$ cat src/rtl/i2c_am_pkg.sv
package i2c_am_pkg;

  typedef enum logic [1:0] {
    AM_7BIT  = 2'b00,
    AM_10BIT = 2'b01,
    AM_FREE  = 2'b10,
    AM_RSVD  = 2'b11
  } am_mode_e;

  typedef enum logic [1:0] {
    ST_IDLE,
    ST_FIRST,
    ST_SECOND,
    ST_DATA
  } am_state_e;

  localparam logic [4:0] TEN_BIT_PREFIX = 5'b11110;

endpackage

$ cat src/rtl/i2c_am_sync.sv
module i2c_am_sync #(
  parameter int WIDTH  = 2,
  parameter int STAGES = 2,
  parameter logic RST_VAL = 1'b1
) (
  input  logic             clk,
  input  logic             rst_n,
  input  logic [WIDTH-1:0] d_in,
  output logic [WIDTH-1:0] d_out
);

  logic [WIDTH-1:0] chain_q [STAGES];

  genvar s;
  generate
    for (s = 0; s < STAGES; s++) begin : g_stage
      always_ff @(posedge clk or negedge rst_n) begin
        if (!rst_n) begin
          chain_q[s] <= {WIDTH{RST_VAL}};
        end else begin
          if (s == 0) chain_q[s] <= d_in;
          else        chain_q[s] <= chain_q[(s == 0) ? 0 : s-1];
        end
      end
    end
  endgenerate

  assign d_out = chain_q[STAGES-1];

endmodule

$ cat src/rtl/i2c_am_cond.sv
module i2c_am_cond (
  input  logic clk,
  input  logic rst_n,
  input  logic scl_s,
  input  logic sda_s,
  output logic start_ev,
  output logic stop_ev,
  output logic scl_rise
);

  logic scl_p, sda_p;

  always_ff @(posedge clk or negedge rst_n) begin
    if (!rst_n) begin
      scl_p <= 1'b1;
      sda_p <= 1'b1;
    end else begin
      scl_p <= scl_s;
      sda_p <= sda_s;
    end
  end

  always_comb begin
    start_ev = scl_s & scl_p & sda_p & ~sda_s;
    stop_ev  = scl_s & scl_p & ~sda_p & sda_s;
    scl_rise = scl_s & ~scl_p;
  end

endmodule

$ cat src/rtl/i2c_am_shift.sv
module i2c_am_shift #(
  parameter int BYTE_W = 8,
  parameter int CNT_W  = $clog2(BYTE_W + 1)
) (
  input  logic              clk,
  input  logic              rst_n,
  input  logic              start_ev,
  input  logic              stop_ev,
  input  logic              scl_rise,
  input  logic              sda_s,
  input  logic [CNT_W-1:0]  len,
  output logic              byte_done,
  output logic [BYTE_W-1:0] byte_val,
  output logic              ack_done,
  output logic              nack
);

  logic              active_q, active_d;
  logic              in_ack_q, in_ack_d;
  logic [CNT_W-1:0]  cnt_q, cnt_d;
  logic [BYTE_W-1:0] shreg_q, shreg_d;
  logic              take;

  always_comb begin
    take      = active_q & scl_rise & ~in_ack_q;
    byte_done = take & (cnt_q == (len - CNT_W'(1)));
    byte_val  = {shreg_q[BYTE_W-2:0], sda_s};
    ack_done  = active_q & scl_rise & in_ack_q;
    nack      = sda_s;

    active_d = active_q;
    in_ack_d = in_ack_q;
    cnt_d    = cnt_q;
    shreg_d  = shreg_q;

    if (start_ev) begin
      active_d = 1'b1;
      in_ack_d = 1'b0;
      cnt_d    = '0;
    end else if (stop_ev) begin
      active_d = 1'b0;
      in_ack_d = 1'b0;
      cnt_d    = '0;
    end else if (ack_done) begin
      in_ack_d = 1'b0;
      cnt_d    = '0;
    end else if (take) begin
      shreg_d = byte_val;
      if (byte_done) begin
        in_ack_d = 1'b1;
        cnt_d    = '0;
      end else begin
        cnt_d = cnt_q + CNT_W'(1);
      end
    end
  end

  always_ff @(posedge clk or negedge rst_n) begin
    if (!rst_n) begin
      active_q <= 1'b0;
      in_ack_q <= 1'b0;
      cnt_q    <= '0;
      shreg_q  <= '0;
    end else begin
      active_q <= active_d;
      in_ack_q <= in_ack_d;
      cnt_q    <= cnt_d;
      if (take) shreg_q <= shreg_d;
    end
  end

  p_cnt_bound_r8: assert property (@(posedge clk) disable iff (!rst_n)
    cnt_q < len);

endmodule

$ cat src/rtl/i2c_am_match.sv
module i2c_am_match
  import i2c_am_pkg::*;
#(
  parameter int ADDR_W = 10,
  parameter int BYTE_W = 8,
  parameter int BC_W   = 3,
  parameter int CNT_W  = $clog2(BYTE_W + 1)
) (
  input  logic              clk,
  input  logic              rst_n,
  input  logic              start_ev,
  input  logic              stop_ev,
  input  logic              byte_done,
  input  logic [BYTE_W-1:0] byte_val,
  input  logic              ack_done,
  input  logic              nack,
  input  logic [1:0]        mode_sel,
  input  logic [ADDR_W-1:0] own_addr,
  input  logic              loopback_en,
  input  logic [BC_W-1:0]   bit_count,
  output logic [CNT_W-1:0]  len,
  output logic              addressed,
  output logic              general_call,
  output logic              cfg_error
);

  localparam int SHORT_W = BYTE_W - 1;

  am_state_e state_q, state_d;
  logic      addr_q, addr_d;
  logic      gc_q, gc_d;
  logic      mode_7b, mode_10b, mode_free;
  logic      busy, is_gc, short_hit, prefix_hit, low_hit;

  always_comb begin
    mode_10b   = (am_mode_e'(mode_sel) == AM_10BIT);
    mode_free  = (am_mode_e'(mode_sel) == AM_FREE);
    mode_7b    = ~mode_10b & ~mode_free;
    cfg_error  = mode_free & loopback_en;
    busy       = (state_q != ST_IDLE);
    is_gc      = (byte_val == '0);
    short_hit  = (byte_val[BYTE_W-1:1] == own_addr[SHORT_W-1:0]);
    prefix_hit = (byte_val[7:3] == TEN_BIT_PREFIX) &&
                 (byte_val[2:1] == own_addr[ADDR_W-1:ADDR_W-2]);
    low_hit    = (byte_val == own_addr[BYTE_W-1:0]);
    if (mode_free && (state_q == ST_FIRST || state_q == ST_DATA))
      len = (bit_count == '0) ? CNT_W'(BYTE_W) : CNT_W'(bit_count);
    else if (!mode_free && state_q == ST_DATA)
      len = (bit_count == '0) ? CNT_W'(BYTE_W) : CNT_W'(bit_count);
    else
      len = CNT_W'(BYTE_W);
  end

  always_comb begin
    state_d = state_q;
    addr_d  = addr_q;
    gc_d    = gc_q;

    if (stop_ev) begin
      state_d = ST_IDLE;
      addr_d  = 1'b0;
    end else if (start_ev) begin
      state_d = ST_FIRST;
      if (busy && mode_7b) addr_d = 1'b0;
    end else if (ack_done && nack) begin
      addr_d = 1'b0;
    end else if (byte_done) begin
      unique case (state_q)
        ST_FIRST: begin
          state_d = ST_DATA;
          if (mode_free) begin
            if (!cfg_error) begin
              addr_d = 1'b1;
              gc_d   = 1'b0;
            end
          end else if (is_gc) begin
            addr_d = 1'b1;
            gc_d   = 1'b1;
          end else if (mode_10b) begin
            if (prefix_hit) begin
              if (!byte_val[0]) state_d = ST_SECOND;
            end else begin
              addr_d = 1'b0;
            end
          end else if (short_hit) begin
            addr_d = 1'b1;
            gc_d   = 1'b0;
          end
        end
        ST_SECOND: begin
          state_d = ST_DATA;
          if (low_hit) begin
            addr_d = 1'b1;
            gc_d   = 1'b0;
          end else begin
            addr_d = 1'b0;
          end
        end
        default: ;
      endcase
    end

    if (!addr_d) gc_d = 1'b0;
  end

  always_ff @(posedge clk or negedge rst_n) begin
    if (!rst_n) begin
      state_q <= ST_IDLE;
      addr_q  <= 1'b0;
      gc_q    <= 1'b0;
    end else begin
      state_q <= state_d;
      addr_q  <= addr_d;
      gc_q    <= gc_d;
    end
  end

  assign addressed    = addr_q;
  assign general_call = gc_q;

  p_stop_clr_r6: assert property (@(posedge clk) disable iff (!rst_n)
    stop_ev |=> !addressed);

  p_nack_clr_r6: assert property (@(posedge clk) disable iff (!rst_n)
    (ack_done && nack) |=> !addressed);

  p_gc_addr_r2: assert property (@(posedge clk) disable iff (!rst_n)
    general_call |-> addressed);

  p_rstart_clr_r5: assert property (@(posedge clk) disable iff (!rst_n)
    (start_ev && busy && mode_7b) |=> !addressed);

  p_lb_free_r9: assert property (@(posedge clk) disable iff (!rst_n)
    (byte_done && cfg_error && !addressed && !start_ev && !stop_ev) |=> !addressed);

  p_second_hit_r3: assert property (@(posedge clk) disable iff (!rst_n)
    (byte_done && state_q == ST_SECOND && low_hit && !start_ev && !stop_ev)
      |=> addressed);

endmodule

$ cat src/rtl/i2c_addr_match.sv
module i2c_addr_match #(
  parameter int ADDR_W = 10,
  parameter int BYTE_W = 8,
  parameter int BC_W   = 3,
  parameter int SYNC_STAGES = 2
) (
  input  logic              clk,
  input  logic              rst_n,
  input  logic              scl_i,
  input  logic              sda_i,
  input  logic [1:0]        mode_sel,
  input  logic [ADDR_W-1:0] own_addr,
  input  logic              loopback_en,
  input  logic [BC_W-1:0]   bit_count,
  input  logic              irq_en,
  output logic              addressed,
  output logic              irq,
  output logic              general_call,
  output logic              cfg_error
);

  localparam int CNT_W = $clog2(BYTE_W + 1);

  logic              rst_meta_q, rst_sync_q;
  logic [1:0]        lines_s;
  logic              start_ev, stop_ev, scl_rise;
  logic              byte_done, ack_done, nack;
  logic [BYTE_W-1:0] byte_val;
  logic [CNT_W-1:0]  len;

  always_ff @(posedge clk or negedge rst_n) begin
    if (!rst_n) begin
      rst_meta_q <= 1'b0;
      rst_sync_q <= 1'b0;
    end else begin
      rst_meta_q <= 1'b1;
      rst_sync_q <= rst_meta_q;
    end
  end

  i2c_am_sync #(.WIDTH(2), .STAGES(SYNC_STAGES), .RST_VAL(1'b1)) u_sync (
    .clk   (clk),
    .rst_n (rst_sync_q),
    .d_in  ({scl_i, sda_i}),
    .d_out (lines_s)
  );

  i2c_am_cond u_cond (
    .clk      (clk),
    .rst_n    (rst_sync_q),
    .scl_s    (lines_s[1]),
    .sda_s    (lines_s[0]),
    .start_ev (start_ev),
    .stop_ev  (stop_ev),
    .scl_rise (scl_rise)
  );

  i2c_am_shift #(.BYTE_W(BYTE_W), .CNT_W(CNT_W)) u_shift (
    .clk       (clk),
    .rst_n     (rst_sync_q),
    .start_ev  (start_ev),
    .stop_ev   (stop_ev),
    .scl_rise  (scl_rise),
    .sda_s     (lines_s[0]),
    .len       (len),
    .byte_done (byte_done),
    .byte_val  (byte_val),
    .ack_done  (ack_done),
    .nack      (nack)
  );

  i2c_am_match #(.ADDR_W(ADDR_W), .BYTE_W(BYTE_W), .BC_W(BC_W), .CNT_W(CNT_W)) u_match (
    .clk          (clk),
    .rst_n        (rst_sync_q),
    .start_ev     (start_ev),
    .stop_ev      (stop_ev),
    .byte_done    (byte_done),
    .byte_val     (byte_val),
    .ack_done     (ack_done),
    .nack         (nack),
    .mode_sel     (mode_sel),
    .own_addr     (own_addr),
    .loopback_en  (loopback_en),
    .bit_count    (bit_count),
    .len          (len),
    .addressed    (addressed),
    .general_call (general_call),
    .cfg_error    (cfg_error)
  );

  assign irq = addressed & irq_en;

  p_irq_gate_r10: assert property (@(posedge clk) disable iff (!rst_n)
    (!irq_en) |-> !irq);

endmodule

$ cat config.mk
export PLATFORM = sky130hd
export DESIGN_NAME = i2c_addr_match
export DESIGN_NICKNAME = d
export VERILOG_FILES = /design/src/rtl/i2c_am_pkg.sv /design/src/rtl/i2c_am_sync.sv /design/src/rtl/i2c_am_cond.sv /design/src/rtl/i2c_am_shift.sv /design/src/rtl/i2c_am_match.sv /design/src/rtl/i2c_addr_match.sv
export SDC_FILE = /design/constraint.sdc
export NUM_CORES = 1
export LEC_CHECK = 0
export CORE_ASPECT_RATIO = 0.5
export CORE_MARGIN = 10
export CORE_UTILIZATION = 55
export CTS_CLUSTER_SIZE = 20
export DETAILED_ROUTE_END_ITERATION = 6
export DONT_BUFFER_PORTS = 1
export PLACE_DENSITY = 0.79
export SLEW_MARGIN = 40
export SYNTH_ARGS = -nofsm -noshare
export SYNTH_HDL_FRONTEND = slang
export SYNTH_HIERARCHICAL = 1
export SYNTH_SLANG_ARGS = --single-unit
$ cat constraint.sdc
create_clock -name clk -period 0.8 [get_ports clk]
set_input_delay 0.08 -clock clk [delete_from_list [all_inputs] [get_ports clk]]
set_output_delay 0.08 -clock clk [all_outputs]
set_load 0.1 [all_outputs]
==> out/results.tsv <==
stage	metric	value	unit
outcome	outcome	finished with violations	
outcome	failing checks	setup timing	
setup_path	worst reg2reg setup slack	-1970	ps
setup_path	worst path required time	970	ps
sta	TNS Setup	-24100	ps
finish	antenna diode count	0	
pwr	Max IR drop VDD	2.21	mV
pwr	Gate power share	49.1	%
pwr	Leak Pwr	1.15	nW
synth	sequential area share after synthesis	38.9	%
setup_path	worst-path maximum fanout	4	
run	Max Cap Viol	0	
floorplan	Core Box Area	2700	µm²
placed_design	Port Buffer Count	0	
placed_design	worst slack, placed	-1830	ps
setup_path	critical path class	register to register	
sta	Hold Vio Cnt, Final	0	
sta	Max-slew headroom	52.7	%
global_route	first-pass GRT wire length	8.51	mm
placed_design	DP HPWL	3.22	mm
pwr	Reg power frac	34.8	%
sta	hold slack final	13.0	ps
routing	wire per inst	21.6	µm
clock_tree	H-tree Lvls	1	
floorplan	DIE AREA	5660	µm²
sta	Peak Freq	361	MHz
synth	Synthesized Nets	200	
sta	fin crit period	2770	ps
routing	first-pass iteration count of the detailed router	5	
finish	layout cells sized above 1	50.0	%
synth	Synth Area in Adders	6.15	%
setup_path	CP max stage delay	430	ps
sta	RSZ-0062 raised after global routing	yes	
clock_tree	clock-pin slew on the worst setup and hold paths	90	ps
synth	Avg Synthesized Cell Area	9.51	µm²
finish	most frequent cells in the layout	buf_4 (52), nand2_1 (29), dfrtp_1 (17), buf_6 (11), xor2_1 (11)	
clock_tree	CTS sink cnt	25	
setup_path	critical path's slowest cell	dfrtp_1	
routing	DRC Markers	0	
clock_tree	CTS Buf Count	3	
setup_path	crit path to	u_match/state_q[0]$_DFFE_PN0P_	
synth	Compound-Gate Fraction of Synth Area	11.5	%
placed_design	GPL Wtd Cong	0.902	
sta	final-report max-slew violation count	0	
floorplan	height of the die	58.5	µm
setup_path	reg2reg start	u_match/state_q[1]$_DFFE_PN0P_	
pwr	Clock power frac	16.1	%
synth	post-synthesis cell type count	49	
routing	Vias per Instance	6.14	
global_route	grt ovf	0	
setup_path	R2R cell count	16	
sta	clk_skew	4.47	ps
finish	commonest non-fill, non-tap cell in the layout	buf_4	
routing	Routed Antenna Nets	0	
floorplan	Starting Density	60.2	%
finish	layout net count	270	
floorplan	# IOs	25	
routing	vias post-DR	1702	
synth	simple-gate share of the synthesized area	25.5	%
routing	initial DRC count	113	
clock_tree	TritonCTS clock tree	yes	
sta	Final Cycle Share	346	%
synth	FF+latch count, synth	25	
floorplan	cell row count	13	
hold_path	Hold Crit Class	primary input to async pin	
setup_path	Arr. time, crit path	2940	ps
pwr	pwr dens	2020	nW/µm²
global_route	largest net degree at the start of global routing	24	
global_route	initial antenna violation count	0	
setup_path	CP startpoint kind	register	
synth	Post-Syn Area	1630	µm²
setup_path	Reg2Reg Capture Point	u_match/state_q[0]$_DFFE_PN0P_	
global_route	vias in the first global route	1661	
setup_path	Critical Path Source	u_match/state_q[1]$_DFFE_PN0P_	
clock_tree	CTS Root Cell	clkbuf_8	
sta	final worst slack	-1970	ps
setup_path	CP cell instances	inv_2 > ha_4 > a21oi_4 > nor2b_4 > inv_1 > ha_4 > xor2_2 > nand3_2 > nor4_4 > nand2_2 > buf_4 > buf_6 > a21oi_4 > nor2_2 > nor2_1 > a211oi_2	
clock_tree	deepest clock path buffer count	2	
finish	Fillers	90	
synth	mux contribution to synthesized area	0	%
routing	final WL	5.98	mm
sta	worst slew pin tran	706	ps
pwr	Int Pwr	3.09	mW
pwr	P_sw	1.94	mW
setup_path	Critical Path End Type	register	
global_route	total global-route track usage	18.4	%
pwr	switch share	38.6	%
synth	warnings from Yosys	6	
synth	xor and xnor area share after synthesis	13.2	%
clock_tree	Worst-Skew Late Latency	280	ps
finish	Area growth syn-to-layout	53.5	%
floorplan	Die X	96.9	µm
synth	Cells after Synth	171	
synth	largest family of logic cells by synthesized area	simple AND/OR/NAND/NOR gates	
sta	Final setup viols	21	
## per-stage QoR
step	util, %	power, mW	instances	area, µm²
after floorplan	-	2.92	171	1690
after global placement	77.5	3.67	253	2090
after detailed placement	77.5	3.75	253	2090
after CTS	88.6	4.69	273	2390
after global routing	92.5	5.23	277	2500
final	92.5	5.04	277	2500
## power groups by stage
stage,logic (mW),clock network [mW],registers (mW)
floorplan,1.05,0,1.87
global placement,1.95,0,1.72
detailed placement,2.01,0,1.74
CTS,2.18,0.787,1.72
global route,2.59,0.859,1.78
finish,2.47,0.809,1.75
## cell usage after synthesis, drive strengths merged
cell | n | area [µm²]
nor3b | 1 | 7.51
nand2b | 1 | 6.26
nand3 | 3 | 15.0
o21ai | 3 | 18.8
nor2b | 7 | 43.8
o31ai | 1 | 12.5
ha | 8 | 100
a21oi | 3 | 15.0
nor4 | 6 | 52.6
o21bai | 1 | 7.51
conb | 1 | 3.75
nor2 | 6 | 22.5
nand4 | 3 | 18.8
a311o | 1 | 10.0
o221ai | 1 | 8.76
a211oi | 2 | 15.0
and3 | 1 | 6.26
dfrtp | 19 | 475
nor3 | 5 | 25.0
or2b | 1 | 7.51
or2 | 2 | 15.0
a21o | 1 | 8.76
xnor2 | 9 | 86.3
inv | 10 | 37.5
a31oi | 1 | 6.26
dfstp | 6 | 158
nand2 | 32 | 123
xnor3 | 1 | 22.5
a221oi | 1 | 8.76
a21boi | 1 | 7.51
o2111a | 1 | 11.3
or4 | 3 | 26.3
a221o | 1 | 10.0
nand3b | 1 | 7.51
xor2 | 12 | 105
and2 | 3 | 18.8
a2111o | 1 | 11.3
o211ai | 3 | 27.5
o41ai | 1 | 8.76
buf | 5 | 35.0
and4b | 2 | 20.0
## final cells by class
cell class / count / area (µm²) / area share (%)
clock buffer: 3 / 41.3 / 1.65
clock inverter: 1 / 7.51 / 0.301
inverter: 10 / 40.0 / 1.60
multi-input combinational: 131 / 1100 / 44.0
sequential: 25 / 638 / 25.6
tap: 37 / 46.3 / 1.85
timing repair buffer: 70 / 624 / 25.0
## how the worst min path moves through the flow
stage           from                   end  depth (start not counted)
2_1_floorplan  rst_n  rst_meta_q$_DFF_PN0_                          0
6_report       rst_n  rst_sync_q$_DFF_PN0_                          1
4_1_cts        rst_n  rst_meta_q$_DFF_PN0_                          1
3_5_place_dp   rst_n  rst_sync_q$_DFF_PN0_                          0
3_3_place_gp   rst_n  rst_meta_q$_DFF_PN0_                          0
5_1_grt        rst_n  rst_sync_q$_DFF_PN0_                          1
## flip-flops by register name, indices dropped and copies added (netlist names)
register	flops
u_shift/shreg_q	7
u_shift/cnt_q	4
u_match/state_q	2
u_sync/chain_q	2
u_sync/d_out	2
rst_meta_q	1
rst_sync_q	1
u_cond/scl_p	1
u_cond/sda_p	1
u_match/addressed	1
u_match/general_call	1
u_shift/active_q	1
u_shift/in_ack_q	1
## metal layers
layer  vias up  GRT usage (%)  share of wire [%]
met5         -              0                  0
met4         0           6.26                4.0
met3        35           7.80                 11
met2       118           33.5                 47
met1       823           19.3                 38
li1        726              -                  -
## critical path, delay by kind of cell (launching register included)
| kind | cells | cell delay (ps) |
|---|---|---|
| XOR/XNOR | 1 | 150 |
| AND/OR/NAND/NOR | 6 | 900 |
| flip-flops | 1 | 430 |
| adder cells (fa/ha/maj) | 2 | 440 |
| AO/OA/AOI/OAI | 3 | 270 |
| buffers and inverters | 4 | 460 |
## cell families (layout without fill, tap and decap cells)
kind of cell	Yosys count	after routing
other	1	1
AOI/OAI and AO/OA	23	23
DFF	25	25
adders and majority gates	8	8
and+or+nand+nor	77	77
xor gates and xnor gates	22	22
buffers and inverters	15	84
## timing repair
item,CTS,global route
pin swaps,8,15
setup buffers,13,5
resized for setup,26,21
hold buffers,3,0
hold endpoints to repair,4,0
gates cloned,0,0
setup endpoints to repair,21,21
No activity file was read; power rests on OpenSTA's default activity.
